$ cat config.mk
export PLATFORM = sky130hd
export DESIGN_NAME = adc_ctl_unit
export DESIGN_NICKNAME = d
export VERILOG_FILES = /design/src/rtl/adc_ctl_pkg.sv /design/src/rtl/adc_ctl_regs.sv /design/src/rtl/adc_conv_clkdiv.sv /design/src/rtl/adc_conv_seq.sv /design/src/rtl/adc_ctl_unit.sv
export SDC_FILE = /design/constraint.sdc
export NUM_CORES = 1
export LEC_CHECK = 0
export ABC_AREA = 1
export BUFFER_PORTS_ARGS = -buffer_cell sky130_fd_sc_hd__buf_2
export CAP_MARGIN = 20
export CORE_ASPECT_RATIO = 0.7
export CORE_MARGIN = 1
export CORE_UTILIZATION = 54
export DETAILED_ROUTE_END_ITERATION = 8
export PLACE_DENSITY = 0.85
export SETUP_SLACK_MARGIN = 0.05
export SYNTH_ARGS = -nofsm -noshare
export SYNTH_HDL_FRONTEND = slang
export SYNTH_HIERARCHICAL = 1
export SYNTH_SLANG_ARGS = --single-unit
export TNS_END_PERCENT = 10
$ cat constraint.sdc
create_clock -name clk -period 2.1 [get_ports clk]
set_input_delay 0.21 -clock clk [delete_from_list [all_inputs] [get_ports clk]]
set_output_delay 0.21 -clock clk [all_outputs]
set_load 0.005 [all_outputs]
$ cat src/rtl/adc_ctl_pkg.sv
package adc_ctl_pkg;
  // Control register bit positions (software-visible layout)
  localparam int CB_CHSEL = 0;
  localparam int CB_START = 3;
  localparam int CB_EOC   = 4;
  localparam int CB_EN    = 5;
  localparam int CB_PIDLE = 6;
  localparam int SFR_W    = 8;
endpackage

$ cat src/rtl/adc_ctl_regs.sv
module adc_ctl_regs
  import adc_ctl_pkg::*;
#(
  parameter logic [7:0] ADDR_CTRL = 8'hF3,
  parameter logic [7:0] ADDR_DIV  = 8'hF2,
  parameter int         DIV_W     = 5
) (
  input  logic             clk,
  input  logic             rst_n,
  input  logic             sfr_wr,
  input  logic [7:0]       sfr_addr,
  input  logic [7:0]       sfr_wdata,
  output logic [7:0]       sfr_rdata,
  input  logic             busy,
  input  logic             conv_done,
  input  logic             conv_abort,
  output logic             en,
  output logic             pidle,
  output logic             eoc,
  output logic             chsel,
  output logic [DIV_W-1:0] div,
  output logic             start_req,
  output logic             start_ch
);

  logic             wr_ctrl, wr_div;
  logic             en_q, en_d;
  logic             pidle_q, pidle_d;
  logic             eoc_q, eoc_d;
  logic             chsel_q, chsel_d;
  logic [DIV_W-1:0] div_q, div_d;
  logic [SFR_W-1:0] ctrl_img, div_img;
  logic             wdata_unused;

  assign wdata_unused = &{1'b0, sfr_wdata};

  always_comb begin
    wr_ctrl = sfr_wr && (sfr_addr == ADDR_CTRL);
    wr_div  = sfr_wr && (sfr_addr == ADDR_DIV);

    en_d    = wr_ctrl ? sfr_wdata[CB_EN]    : en_q;
    chsel_d = wr_ctrl ? sfr_wdata[CB_CHSEL] : chsel_q;
    div_d   = wr_div  ? sfr_wdata[DIV_W-1:0] : div_q;

    pidle_d = wr_ctrl ? sfr_wdata[CB_PIDLE] : pidle_q;
    if (conv_done || conv_abort)
      pidle_d = 1'b0;

    eoc_d = eoc_q;
    if (wr_ctrl && !sfr_wdata[CB_EOC])
      eoc_d = 1'b0;
    if (conv_done)
      eoc_d = 1'b1;

    start_req = wr_ctrl && sfr_wdata[CB_START] && sfr_wdata[CB_EN] && !busy;
    start_ch  = sfr_wdata[CB_CHSEL];
  end

  always_ff @(posedge clk or negedge rst_n) begin
    if (!rst_n) begin
      en_q    <= 1'b0;
      pidle_q <= 1'b0;
      eoc_q   <= 1'b0;
      chsel_q <= 1'b0;
      div_q   <= '0;
    end else begin
      en_q    <= en_d;
      pidle_q <= pidle_d;
      eoc_q   <= eoc_d;
      chsel_q <= chsel_d;
      div_q   <= div_d;
    end
  end

  always_comb begin
    ctrl_img           = '0;
    ctrl_img[CB_CHSEL] = chsel_q;
    ctrl_img[CB_START] = busy;
    ctrl_img[CB_EOC]   = eoc_q;
    ctrl_img[CB_EN]    = en_q;
    ctrl_img[CB_PIDLE] = pidle_q;
    div_img            = '0;
    div_img[DIV_W-1:0] = div_q;
    if (sfr_addr == ADDR_CTRL)
      sfr_rdata = ctrl_img;
    else if (sfr_addr == ADDR_DIV)
      sfr_rdata = div_img;
    else
      sfr_rdata = '0;
  end

  assign en    = en_q;
  assign pidle = pidle_q;
  assign eoc   = eoc_q;
  assign chsel = chsel_q;
  assign div   = div_q;

endmodule

$ cat src/rtl/adc_conv_clkdiv.sv
module adc_conv_clkdiv #(
  parameter int DIV_W = 5
) (
  input  logic             clk,
  input  logic             rst_n,
  input  logic             run,
  input  logic [DIV_W-1:0] div,
  output logic             tick
);

  logic [DIV_W-1:0] cnt_q, cnt_d;

  always_comb begin
    tick = run && (cnt_q == div);
    if (!run || tick)
      cnt_d = '0;
    else
      cnt_d = cnt_q + 1'b1;
  end

  always_ff @(posedge clk or negedge rst_n) begin
    if (!rst_n)
      cnt_q <= '0;
    else
      cnt_q <= cnt_d;
  end

endmodule

$ cat src/rtl/adc_conv_seq.sv
module adc_conv_seq #(
  parameter int RES_W      = 10,
  parameter int CONV_TICKS = 11,
  parameter int TCNT_W     = $clog2(CONV_TICKS)
) (
  input  logic              clk,
  input  logic              rst_n,
  input  logic              en,
  input  logic              start_req,
  input  logic              start_ch,
  input  logic              tick,
  input  logic [RES_W-1:0]  ch0_sample,
  input  logic [RES_W-1:0]  ch1_sample,
  output logic              busy,
  output logic              done,
  output logic              abort,
  output logic [TCNT_W-1:0] tcnt,
  output logic [RES_W-1:0]  result
);

  localparam logic [TCNT_W-1:0] LAST_TICK = TCNT_W'(CONV_TICKS - 1);

  logic              busy_q, busy_d;
  logic              ch_q, ch_d;
  logic [TCNT_W-1:0] tcnt_q, tcnt_d;
  logic [RES_W-1:0]  res_q, res_d;
  logic [RES_W-1:0]  picked;

  always_comb begin
    done   = busy_q && en && tick && (tcnt_q == LAST_TICK);
    abort  = busy_q && !en;
    picked = ch_q ? ch0_sample : ch1_sample;

    busy_d = busy_q;
    ch_d   = ch_q;
    tcnt_d = tcnt_q;
    res_d  = res_q;

    if (start_req) begin
      busy_d = 1'b1;
      ch_d   = start_ch;
      tcnt_d = '0;
    end else if (done) begin
      busy_d = 1'b0;
      tcnt_d = '0;
      res_d  = picked;
    end else if (abort) begin
      busy_d = 1'b0;
      tcnt_d = '0;
    end else if (busy_q && tick) begin
      tcnt_d = tcnt_q + 1'b1;
    end
  end

  always_ff @(posedge clk or negedge rst_n) begin
    if (!rst_n) begin
      busy_q <= 1'b0;
      ch_q   <= 1'b0;
      tcnt_q <= '0;
      res_q  <= '0;
    end else begin
      busy_q <= busy_d;
      ch_q   <= ch_d;
      tcnt_q <= tcnt_d;
      res_q  <= res_d;
    end
  end

  assign busy   = busy_q;
  assign tcnt   = tcnt_q;
  assign result = res_q;

endmodule

$ cat src/rtl/adc_ctl_unit.sv
module adc_ctl_unit #(
  parameter logic [7:0] ADDR_CTRL  = 8'hF3,
  parameter logic [7:0] ADDR_DIV   = 8'hF2,
  parameter int         RES_W      = 10,
  parameter int         DIV_W      = 5,
  parameter int         CONV_TICKS = 11
) (
  input  logic             clk,
  input  logic             rst_n,
  input  logic             sfr_wr,
  input  logic [7:0]       sfr_addr,
  input  logic [7:0]       sfr_wdata,
  output logic [7:0]       sfr_rdata,
  input  logic             irq_en,
  input  logic [RES_W-1:0] ch0_sample,
  input  logic [RES_W-1:0] ch1_sample,
  output logic [7:0]       result_hi,
  output logic [RES_W-9:0] result_lo,
  output logic             irq,
  output logic             cpu_suspend,
  output logic             standby
);

  localparam int TCNT_W = $clog2(CONV_TICKS);

  logic [1:0]        rst_sync_q;
  logic              rst_sync_n;
  logic              busy_w, done_w, abort_w;
  logic              en_w, pidle_w, eoc_w, chsel_w;
  logic [DIV_W-1:0]  div_w;
  logic              start_req_w, start_ch_w, tick_w;
  logic [TCNT_W-1:0] tcnt_w;
  logic [RES_W-1:0]  result_w;
  logic              chsel_unused;

  // Reset: asserted at once, released after two clean clock edges
  always_ff @(posedge clk or negedge rst_n) begin
    if (!rst_n)
      rst_sync_q <= 2'b00;
    else
      rst_sync_q <= {rst_sync_q[0], 1'b1};
  end
  assign rst_sync_n = rst_sync_q[1];

  adc_ctl_regs #(
    .ADDR_CTRL (ADDR_CTRL),
    .ADDR_DIV  (ADDR_DIV),
    .DIV_W     (DIV_W)
  ) u_regs (
    .clk        (clk),
    .rst_n      (rst_sync_n),
    .sfr_wr     (sfr_wr),
    .sfr_addr   (sfr_addr),
    .sfr_wdata  (sfr_wdata),
    .sfr_rdata  (sfr_rdata),
    .busy       (busy_w),
    .conv_done  (done_w),
    .conv_abort (abort_w),
    .en         (en_w),
    .pidle      (pidle_w),
    .eoc        (eoc_w),
    .chsel      (chsel_w),
    .div        (div_w),
    .start_req  (start_req_w),
    .start_ch   (start_ch_w)
  );

  adc_conv_clkdiv #(
    .DIV_W (DIV_W)
  ) u_clkdiv (
    .clk   (clk),
    .rst_n (rst_sync_n),
    .run   (busy_w),
    .div   (div_w),
    .tick  (tick_w)
  );

  adc_conv_seq #(
    .RES_W      (RES_W),
    .CONV_TICKS (CONV_TICKS),
    .TCNT_W     (TCNT_W)
  ) u_seq (
    .clk        (clk),
    .rst_n      (rst_sync_n),
    .en         (en_w),
    .start_req  (start_req_w),
    .start_ch   (start_ch_w),
    .tick       (tick_w),
    .ch0_sample (ch0_sample),
    .ch1_sample (ch1_sample),
    .busy       (busy_w),
    .done       (done_w),
    .abort      (abort_w),
    .tcnt       (tcnt_w),
    .result     (result_w)
  );

  assign chsel_unused = chsel_w;

  assign result_hi   = result_w[RES_W-1:RES_W-8];
  assign result_lo   = result_w[RES_W-9:0];
  assign irq         = eoc_w && irq_en;
  assign cpu_suspend = pidle_w && busy_w;
  assign standby     = !en_w;

endmodule

# [Word-level counts from Yosys, hierarchy flattened]
# Cells that the tools add are included.
[totals] regBits=32 input_bits=40 out_inout_bits=21 elab_cells=57
[classes] add_sub_neg=2 n_eq_ne=4 mux=15 bitwise=1 n_reduce_logical=24
[ops] op="equality test 8 bit (second input constant)" count=2
[ops] op="two-way mux 4 bit" count=4
[ops] op="logical AND 1 bit" count=14
[ops] op="two-way mux 10 bit" count=1
[ops] op="two-way mux 5 bit" count=2
[ops] op="two-way mux 8 bit" count=1
[ops] op="two-way mux 1 bit" count=7
[ops] op="adder 5 x 1 -> 5 bit (second input constant)" count=1
[ops] op="equality test 5 bit" count=1
[ops] op="adder 4 x 1 -> 4 bit (second input constant)" count=1
[ops] op="equality test 4 bit (second input constant)" count=1
[ops] op="nonzero test 2 bit" count=2
[ops] op="nonzero test 4 bit" count=1
[ops] op="logical NOT 1 bit" count=3
[ops] op="nonzero test 3 bit" count=1
[ops] op="logical OR 1 bit" count=2
[ops] op="AND reduction 2 bit" count=1
[ops] op="inverter 1 bit" count=1

# [Longest topological paths before layout]
# Gate-level depths: netlist of the first run.
[depth] ltp_word=7 ltp_mapped=12 ltp_nobuf=12

# [Cells and area by module]
# Netlist of the first run, hierarchy kept.
[by_module_without_submodules] mod="adc_conv_seq" instances=1 cells_each=121 area_per_inst_um2=865.8
[by_module_without_submodules] mod="adc_ctl_regs" instances=1 cells_each=81 area_per_inst_um2=590.6
[by_module_without_submodules] mod="adc_conv_clkdiv" instances=1 cells_each=43 area_per_inst_um2=315.3
[by_module_without_submodules] mod="adc_ctl_unit" instances=1 cells_each=8 area_per_inst_um2=72.6

# [Worst setup path before layout of the first run]
# Ideal clock, no wire load.
[synth_timing] kind="reg2reg" from="reg u_clkdiv.cnt_q[3]" to="reg u_regs.pidle_q, in the netlist u_regs/pidle" t_arrival_ps=1437 required_ps=1982 setup_slack_ps=545 stages_incl_launch_ff=12 n_path_buf=1 cell_sequence="dfrtp_1 -> nand2_1 -> nand2_1 -> nor2_2 -> nand3_2 -> nor2_1 -> nand3_1 -> nor2_2 -> buf_6 -> nor2_1 -> nand4_1 -> nand2_1"
[synth_between] elab_chain_len=6 word_cells_on_any_way=7 cone_classes="1 x eq/ne; 1 x mux; 5 x reduce/logical"
[synth_rtl] item="start: declaration" line_no="adc_conv_clkdiv.sv:11" rtl="logic [DIV_W-1:0] cnt_q, cnt_d;"
[synth_rtl] item="start signal: assignment" line_no="adc_conv_clkdiv.sv:25" rtl="cnt_q <= cnt_d;"
[synth_rtl] item="equality test 5 bit *" line_no="adc_conv_clkdiv.sv:14" rtl="tick = run && (cnt_q == div);"
[synth_rtl] item="logical AND 1 bit *" line_no="adc_conv_clkdiv.sv:14"
[synth_rtl] item="via tick_w" line_no="adc_ctl_unit.sv:31" rtl="logic start_req_w, start_ch_w, tick_w;"
[synth_rtl] item="logical AND 1 bit * (2 in a row)" line_no="adc_conv_seq.sv:30" rtl="done = busy_q && en && tick && (tcnt_q == LAST_TICK);"
[synth_rtl] item="via done_w" line_no="adc_ctl_unit.sv:28" rtl="logic busy_w, done_w, abort_w;"
[synth_rtl] item="logical OR 1 bit *" line_no="adc_ctl_regs.sv:46" rtl="if (conv_done || conv_abort)"
[synth_rtl] item="two-way mux 1 bit / nonzero test 2 bit (equally long branches)"
[synth_rtl] item="end signal: assignment" line_no="adc_ctl_regs.sv:68" rtl="pidle_q <= pidle_d;"
[synth_rtl] item="end: declaration" line_no="adc_ctl_regs.sv:28" rtl="logic pidle_q, pidle_d;"
# The timed path passes the listed nets; every way through them passes the cells marked *.
# A chain may end at the register's enable or synchronous reset.

# [Worst setup path in the final report of the first run]
# Same ends and word-level chain as after synthesis.

==> results of run 1 <==
==> power groups by stage <==
stage | Combinational, mW | Clock, mW | Sequential, mW
after floorplan | 0.0624 | 0 | 0.655
after global placement | 0.112 | 0 | 0.654
after detailed placement | 0.115 | 0 | 0.655
after CTS | 0.117 | 0.500 | 0.643
after global routing | 0.133 | 0.526 | 0.646
final | 0.116 | 0.488 | 0.643
==> worst max path at each step <==
stage | from | to | slack, ps | cells past startpoint
2_1_floorplan | u_clkdiv/cnt_q[3] | u_regs/pidle | 540 | 11
3_3_place_gp | u_clkdiv/cnt_q[3] | u_regs/pidle | 400 | 11
3_5_place_dp | u_clkdiv/cnt_q[0] | u_regs/pidle | 400 | 11
4_1_cts | u_clkdiv/cnt_q[3] | u_regs/pidle | 370 | 12
5_1_grt | u_clkdiv/cnt_q[3] | u_regs/pidle | 110 | 11
6_report | u_clkdiv/cnt_q[3] | u_regs/pidle | 360 | 12
==> synthesized netlist by cell type <==
cell | instances | area share (%)
buf_6 | 2 | 1.2
nand2_4 | 1 | 0.61
conb_1 | 2 | 0.41
nand4_1 | 2 | 0.68
o21ai_1 | 6 | 1.6
nand2_2 | 4 | 1.4
or2_0 | 1 | 0.34
buf_2 | 2 | 0.54
inv_1 | 34 | 6.9
nor2_4 | 1 | 0.61
inv_2 | 5 | 1.0
xor2_1 | 3 | 1.4
nor3_2 | 1 | 0.54
nor2_2 | 3 | 1.0
o21ai_2 | 2 | 0.95
nand3_1 | 20 | 5.4
xnor2_1 | 2 | 0.95
nand2_1 | 92 | 19
a21oi_1 | 2 | 0.54
nand3_4 | 1 | 0.95
dfrtp_1 | 32 | 43
ha_1 | 3 | 2.0
nand3_2 | 2 | 1.1
nor2_1 | 24 | 4.9
buf_4 | 2 | 0.81
nor2_8 | 1 | 1.1
o21ai_0 | 3 | 0.81
==> kinds of logic after synthesis <==
family	Yosys count	synth area share, %
other cells	2	0.4072
simple gates	153	37.31
xor+xnor	5	2.375
flops	32	43.42
fa+ha+maj	3	2.035
compound gates	13	3.935
buf+inv	45	10.52
==> registers in the layout, summed over array words and instances, names as in the netlist, 2 cells and up <==
register and flops:
rst_sync_q 2, u_clkdiv/cnt_q 5, u_regs/div 5, u_seq/result 10, u_seq/tcnt 4
==> per-layer routing <==
layer | global-route usage [%] | routed length, microns | vias to the layer above
met5 | 0 | 0 | -
li1 | - | - | 886
met2 | 39.15 | 1662 | 43
met1 | 30.71 | 1783 | 745
met4 | 8.170 | 51 | 0
met3 | 6.706 | 210 | 7
==> worst max-delay path, stage by stage (launching register included) <==
cell,delay [ps]
dfrtp_1,430
inv_2,40
nand2_1,60
nand2_1,60
nor2_2,110
nand3_2,110
nor2_1,140
nand3_1,110
nor2_2,200
buf_4,180
nor2_1,60
nand4_1,90
nand2_1,50
==> per-stage QoR <==
step | power (mW) | hold slack, ps | setup WS [ps] | instances
6_report | 1.248 | 140.0 | 362.7 | 364
5_1_grt | 1.305 | 151.8 | 111.0 | 364
4_1_cts | 1.260 | 146.9 | 371.5 | 364
3_5_place_dp | 0.7696 | -2.878 | 397.2 | 355
3_3_place_gp | 0.7662 | -3.182 | 396.0 | 355
2_1_floorplan | 0.7178 | -85.59 | 544.9 | 253
==> area by class of cell <==
type                       count  area (sq um)  share of cell area [%]
multi-input combinational    176         849.6                   37.39
clock buffer                   7         86.33                   3.800
tap                           47         58.81                   2.588
sequential                    32         800.8                   35.24
timing repair buffer          62         322.8                   14.21
clock inverter                 1         7.507                  0.3304
inverter                      39         146.4                   6.443
==> impl_metrics.json, run 1 <==
{
  "status": "finished clean",
  "p_switching_mw": 0.3010,
  "die_w_microns": 71.85,
  "hold_buffers": 1,
  "final_area_sq_um": 2272,
  "r2r-start": "u_clkdiv/cnt_q[3]",
  "cts_sinks": 32,
  "antenna_left": 0,
  "vias_per_cell": 4.618,
  "setup_violations": 0,
  "vias": 1681,
  "grt_max_degree": 23,
  "synth_cells": 253,
  "place_congestion": 0.8102,
  "num_io_pins": 61,
  "combPwrFrac_pct": 9.3,
  "cts_resized": 0,
  "rsz0062_at_grt": "false",
  "drtPass1Iterations": 4,
  "ys_ff_latch": 32,
  "fillers": 257,
  "route.detailed.drc": 0,
  "ys_types": 27,
  "synth_area_sq_um": 1844,
  "avgSynthCellArea_sq_um": 7.290,
  "avgRoutedWirePerCell_microns": 10.18,
  "ir_drop_uv": 353.9,
  "track_usage_pct": 23.87,
  "power.share.clock_pct": 39.1,
  "clock_latency_ps": 280,
  "root_buffer": "clkbuf_8",
  "grt_pass1_vias": 1559,
  "min_period_ps": 1737,
  "place_hpwl_microns": 2884,
  "fmaxAchievable_ghz": 0.5756,
  "numCtsBuffers": 5,
  "syn_nets": 296,
  "p_per_area_nw_per_um2": 549.1,
  "cts_tree": "built",
  "swShare_pct": 24.12,
  "r2r_slack_ps": 360,
  "worstPathRequired_ps": 2280,
  "ys_seq_area_share_pct": 43.42,
  "synth_warnings": 6,
  "initial_core_util_pct": 57.42,
  "grt_pass1_wl_microns": 6630,
  "syn_to_final_growth_pct": 23.20,
  "worstPathMaxFanout": 7,
  "utilization_pct": 70.74,
  "maxCapViolations": 0,
  "placed_cell_area_sq_um": 2168,
  "drive_above_1_share_pct": 28.08,
  "critPathLaunchType": "flop",
  "final.setup.tns_ps": 0,
  "ff2ff_path_depth": 12,
  "fin_nets": 359,
  "post-route-period-util_pct": 82.73,
  "hp-class": "flop to async pin",
  "overflow": 0,
  "path_class": "flop to flop",
  "wl_microns": 3707,
  "antenna_cells": 0,
  "finalHoldViolCount": 0,
  "antenna_found_initial": 0,
  "drtIter0Drc": 84,
  "die_height_microns": 50.90,
  "core_area_sq_um": 3212,
  "r2r_end": "u_regs/pidle",
  "critical_path_arrival_ps": 1910,
  "die_area_sq_um": 3657,
  "fp-row-count": 17,
  "layout_common_cells": "nand2_1 (92), buf_2 (58), inv_1 (34)",
  "maxSlewViolCount": 0,
  "io_buffer_count": 58,
  "end_kind": "flop",
  "cts_setup_buffers": 0,
  "cts.path.max_buffers": 2,
  "final_common_cell": "nand2_1",
  "clkTransAtPathRegs_ps": 70,
  "p_int_mw": 0.9466,
  "ctsHtreeMaxLevel": 2,
  "seqPwrFrac_pct": 51.6,
  "skew_ps": 7.482,
  "power.leakage_nw": 1.316
}
(Power assumes the default switching activity.)
==> run 2: changes to the inputs <==
Settings changed: CORE_UTILIZATION 54 to 50, PLACE_DENSITY 0.85 to 0.79.
Clock period 2.1 ns to 1.8 ns, I/O delays scaled along.
==> run 2 against run 1 <==
Effect of this change: via count grew 4.6%; fmax rose by 4.3%; wire length rose by 8.3%; non-clock buffer count rose by 8; core utilization decreased by 3.0 points; sequential cell count is the same; power is 17% higher; clock skew fell by 3.7 ps; critical path type unchanged; final area rose by 4.8%; count of clock-buffer cells in the layout rose by 1; worst hold slack lost 14 ps.
==> impl_metrics.json, run 2 (synthesis results as in run 1) <==
{
  "rsz0062_at_grt": "true",
  "grtUsageMet3_pct": 6.154,
  "grt_util_met2_pct": 33.48,
  "antenna_cells": 0,
  "initial_core_util_pct": 52.49,
  "clkTransAtPathRegs_ps": 60,
  "root_buffer": "clkbuf_8",
  "antenna_found_initial": 0,
  "num_io_pins": 61,
  "clock_latency_ps": 280,
  "vias": 1759,
  "worstPathRequired_ps": 2020,
  "fin_nets": 368,
  "die_height_microns": 52.82,
  "maxCapViolations": 0,
  "grt_max_degree": 16,
  "drtPass1Iterations": 5,
  "cts_tree": "built",
  "largest_reg_flops": 10,
  "end_kind": "flop",
  "utilization_pct": 67.77,
  "antenna_left": 0,
  "fp-row-count": 18,
  "die_area_sq_um": 3939,
  "grt.busiest_layer": "met2",
  "grt_pass1_wl_microns": 6299,
  "min_period_ps": 1666,
  "skew_ps": 3.761,
  "vias_per_cell": 4.678,
  "track_usage_pct": 21.84,
  "post-route-period-util_pct": 92.54,
  "seqPwrFrac_pct": 51.0,
  "final.setup.tns_ps": 0,
  "finalPower_mw": 1.464,
  "p_switching_mw": 0.3519,
  "power.leakage_nw": 1.365,
  "wl_microns": 4013,
  "finalHoldViolCount": 0,
  "p_per_area_nw_per_um2": 614.8,
  "combPwrFrac_pct": 10.3,
  "layout_common_cells": "nand2_1 (90), buf_2 (58), inv_1 (34)",
  "drive_above_1_share_pct": 31.29,
  "core_area_sq_um": 3513,
  "critPathLaunchType": "flop",
  "io_buffer_count": 58,
  "fin_cells": 376,
  "fmaxAchievable_ghz": 0.6003,
  "syn_to_final_growth_pct": 29.10,
  "power.share.clock_pct": 38.7,
  "final_common_cell": "nand2_1",
  "ctsHtreeMaxLevel": 2,
  "worst_pin_slew_ps": 508.7,
  "slew_headroom_pct": 66.05,
  "place_hpwl_microns": 3010,
  "die_w_microns": 74.59,
  "worstPathMaxFanout": 6,
  "status": "finished clean",
  "ir_drop_uv": 416.8,
  "place_congestion": 0.7755,
  "swShare_pct": 24.04,
  "dp.cells": 363,
  "path_class": "flop to flop",
  "numCtsBuffers": 5,
  "fillers": 324,
  "cts_sinks": 32,
  "setup_violations": 0,
  "hp-class": "input port to flop",
  "cts.path.max_buffers": 2,
  "overflow": 0,
  "grt_pass1_vias": 1486,
  "critical_path_arrival_ps": 1890,
  "gr-usage-met1_pct": 29.71,
  "p_int_mw": 1.112,
  "drtIter0Drc": 68,
  "route.detailed.drc": 0,
  "avgRoutedWirePerCell_microns": 10.67,
  "maxSlewViolCount": 0,
  "r2r_slack_ps": 130
}
## run 2: cell types whose count changed in the layout (fill, tap and decap cells not counted), moves of 2 or more
| cell | change |
|---|---|
| buf_4 | +6 |
| buf_6 | +2 |
| nand2_1 | -2 |
| nand2_4 | +2 |
| nor2_1 | -2 |
| nor2_4 | +2 |
## run 2: power groups by stage
stage	sequential, mW	combinational [mW]	clock (mW)
finish	0.746	0.151	0.566
global route	0.747	0.171	0.602
CTS	0.746	0.145	0.572
detailed placement	0.760	0.143	0
global placement	0.759	0.139	0
floorplan	0.765	0.0728	0
## run 2: path summary, 6_finish.rpt
kind	cells past startpoint	to	start
worst max-delay path	10	u_seq/result[6]	u_regs/div[0]
min in group asynchronous	2	rst_sync_q[0]	rst_n
max in group asynchronous	1	u_seq/tcnt[0]	rst_sync_q[1]
worst min-delay path	3	u_seq/ch_q	sfr_wdata[0]
worst max register to register	10	u_seq/result[6]	u_regs/div[0]
worst min register to register	1	u_seq/result[0]	rst_sync_q[1]
## run 2: stage by stage
stage	hold slack, ps	worst slack [ps]	area, sq um
floorplan	-115.6	244.9	1844
global placement	-32.88	102.4	2210
detailed placement	-29.56	52.67	2210
CTS	122.5	78.33	2315
global route	153.5	-0.3073	2381
finish	126.2	134.3	2381
## run 2: routing by layer
metal	wire [microns]	share of wire, %
met1	1958	49
met2	1826	46
met3	178	4.4
met4	50	1.2
met5	0	0
## run 2: final cells by class
class	instances	area, sq um	share of cell area, %
multi-input cells	177	890.9	37.41
repair buffers	70	390.4	16.40
flip-flops and latches	32	800.8	33.63
clock buffers	8	90.09	3.784
well taps	50	62.56	2.627
inverters	39	146.4	6.148
## run 2: what timing repair did
action | CTS | global route
gates cloned | 0 | 1
resized for setup | 1 | 10
endpoints found under the hold margin | 2 | 0
buffers inserted | 0 | 3
pin swaps | 0 | 2
hold buffers | 1 | 0
setup endpoints to repair | 6 | 17
## run 2: worst max-delay path, stage by stage, from the launching register on
cell and delay, ps:
dfrtp_1 420, nor2_1 110, nor2_1 60, nor2_2 80, nand3_2 130, nor2_4 130
nand3_2 100, nor2_4 240, buf_6 160, nand3_1 60, nand2_1 100
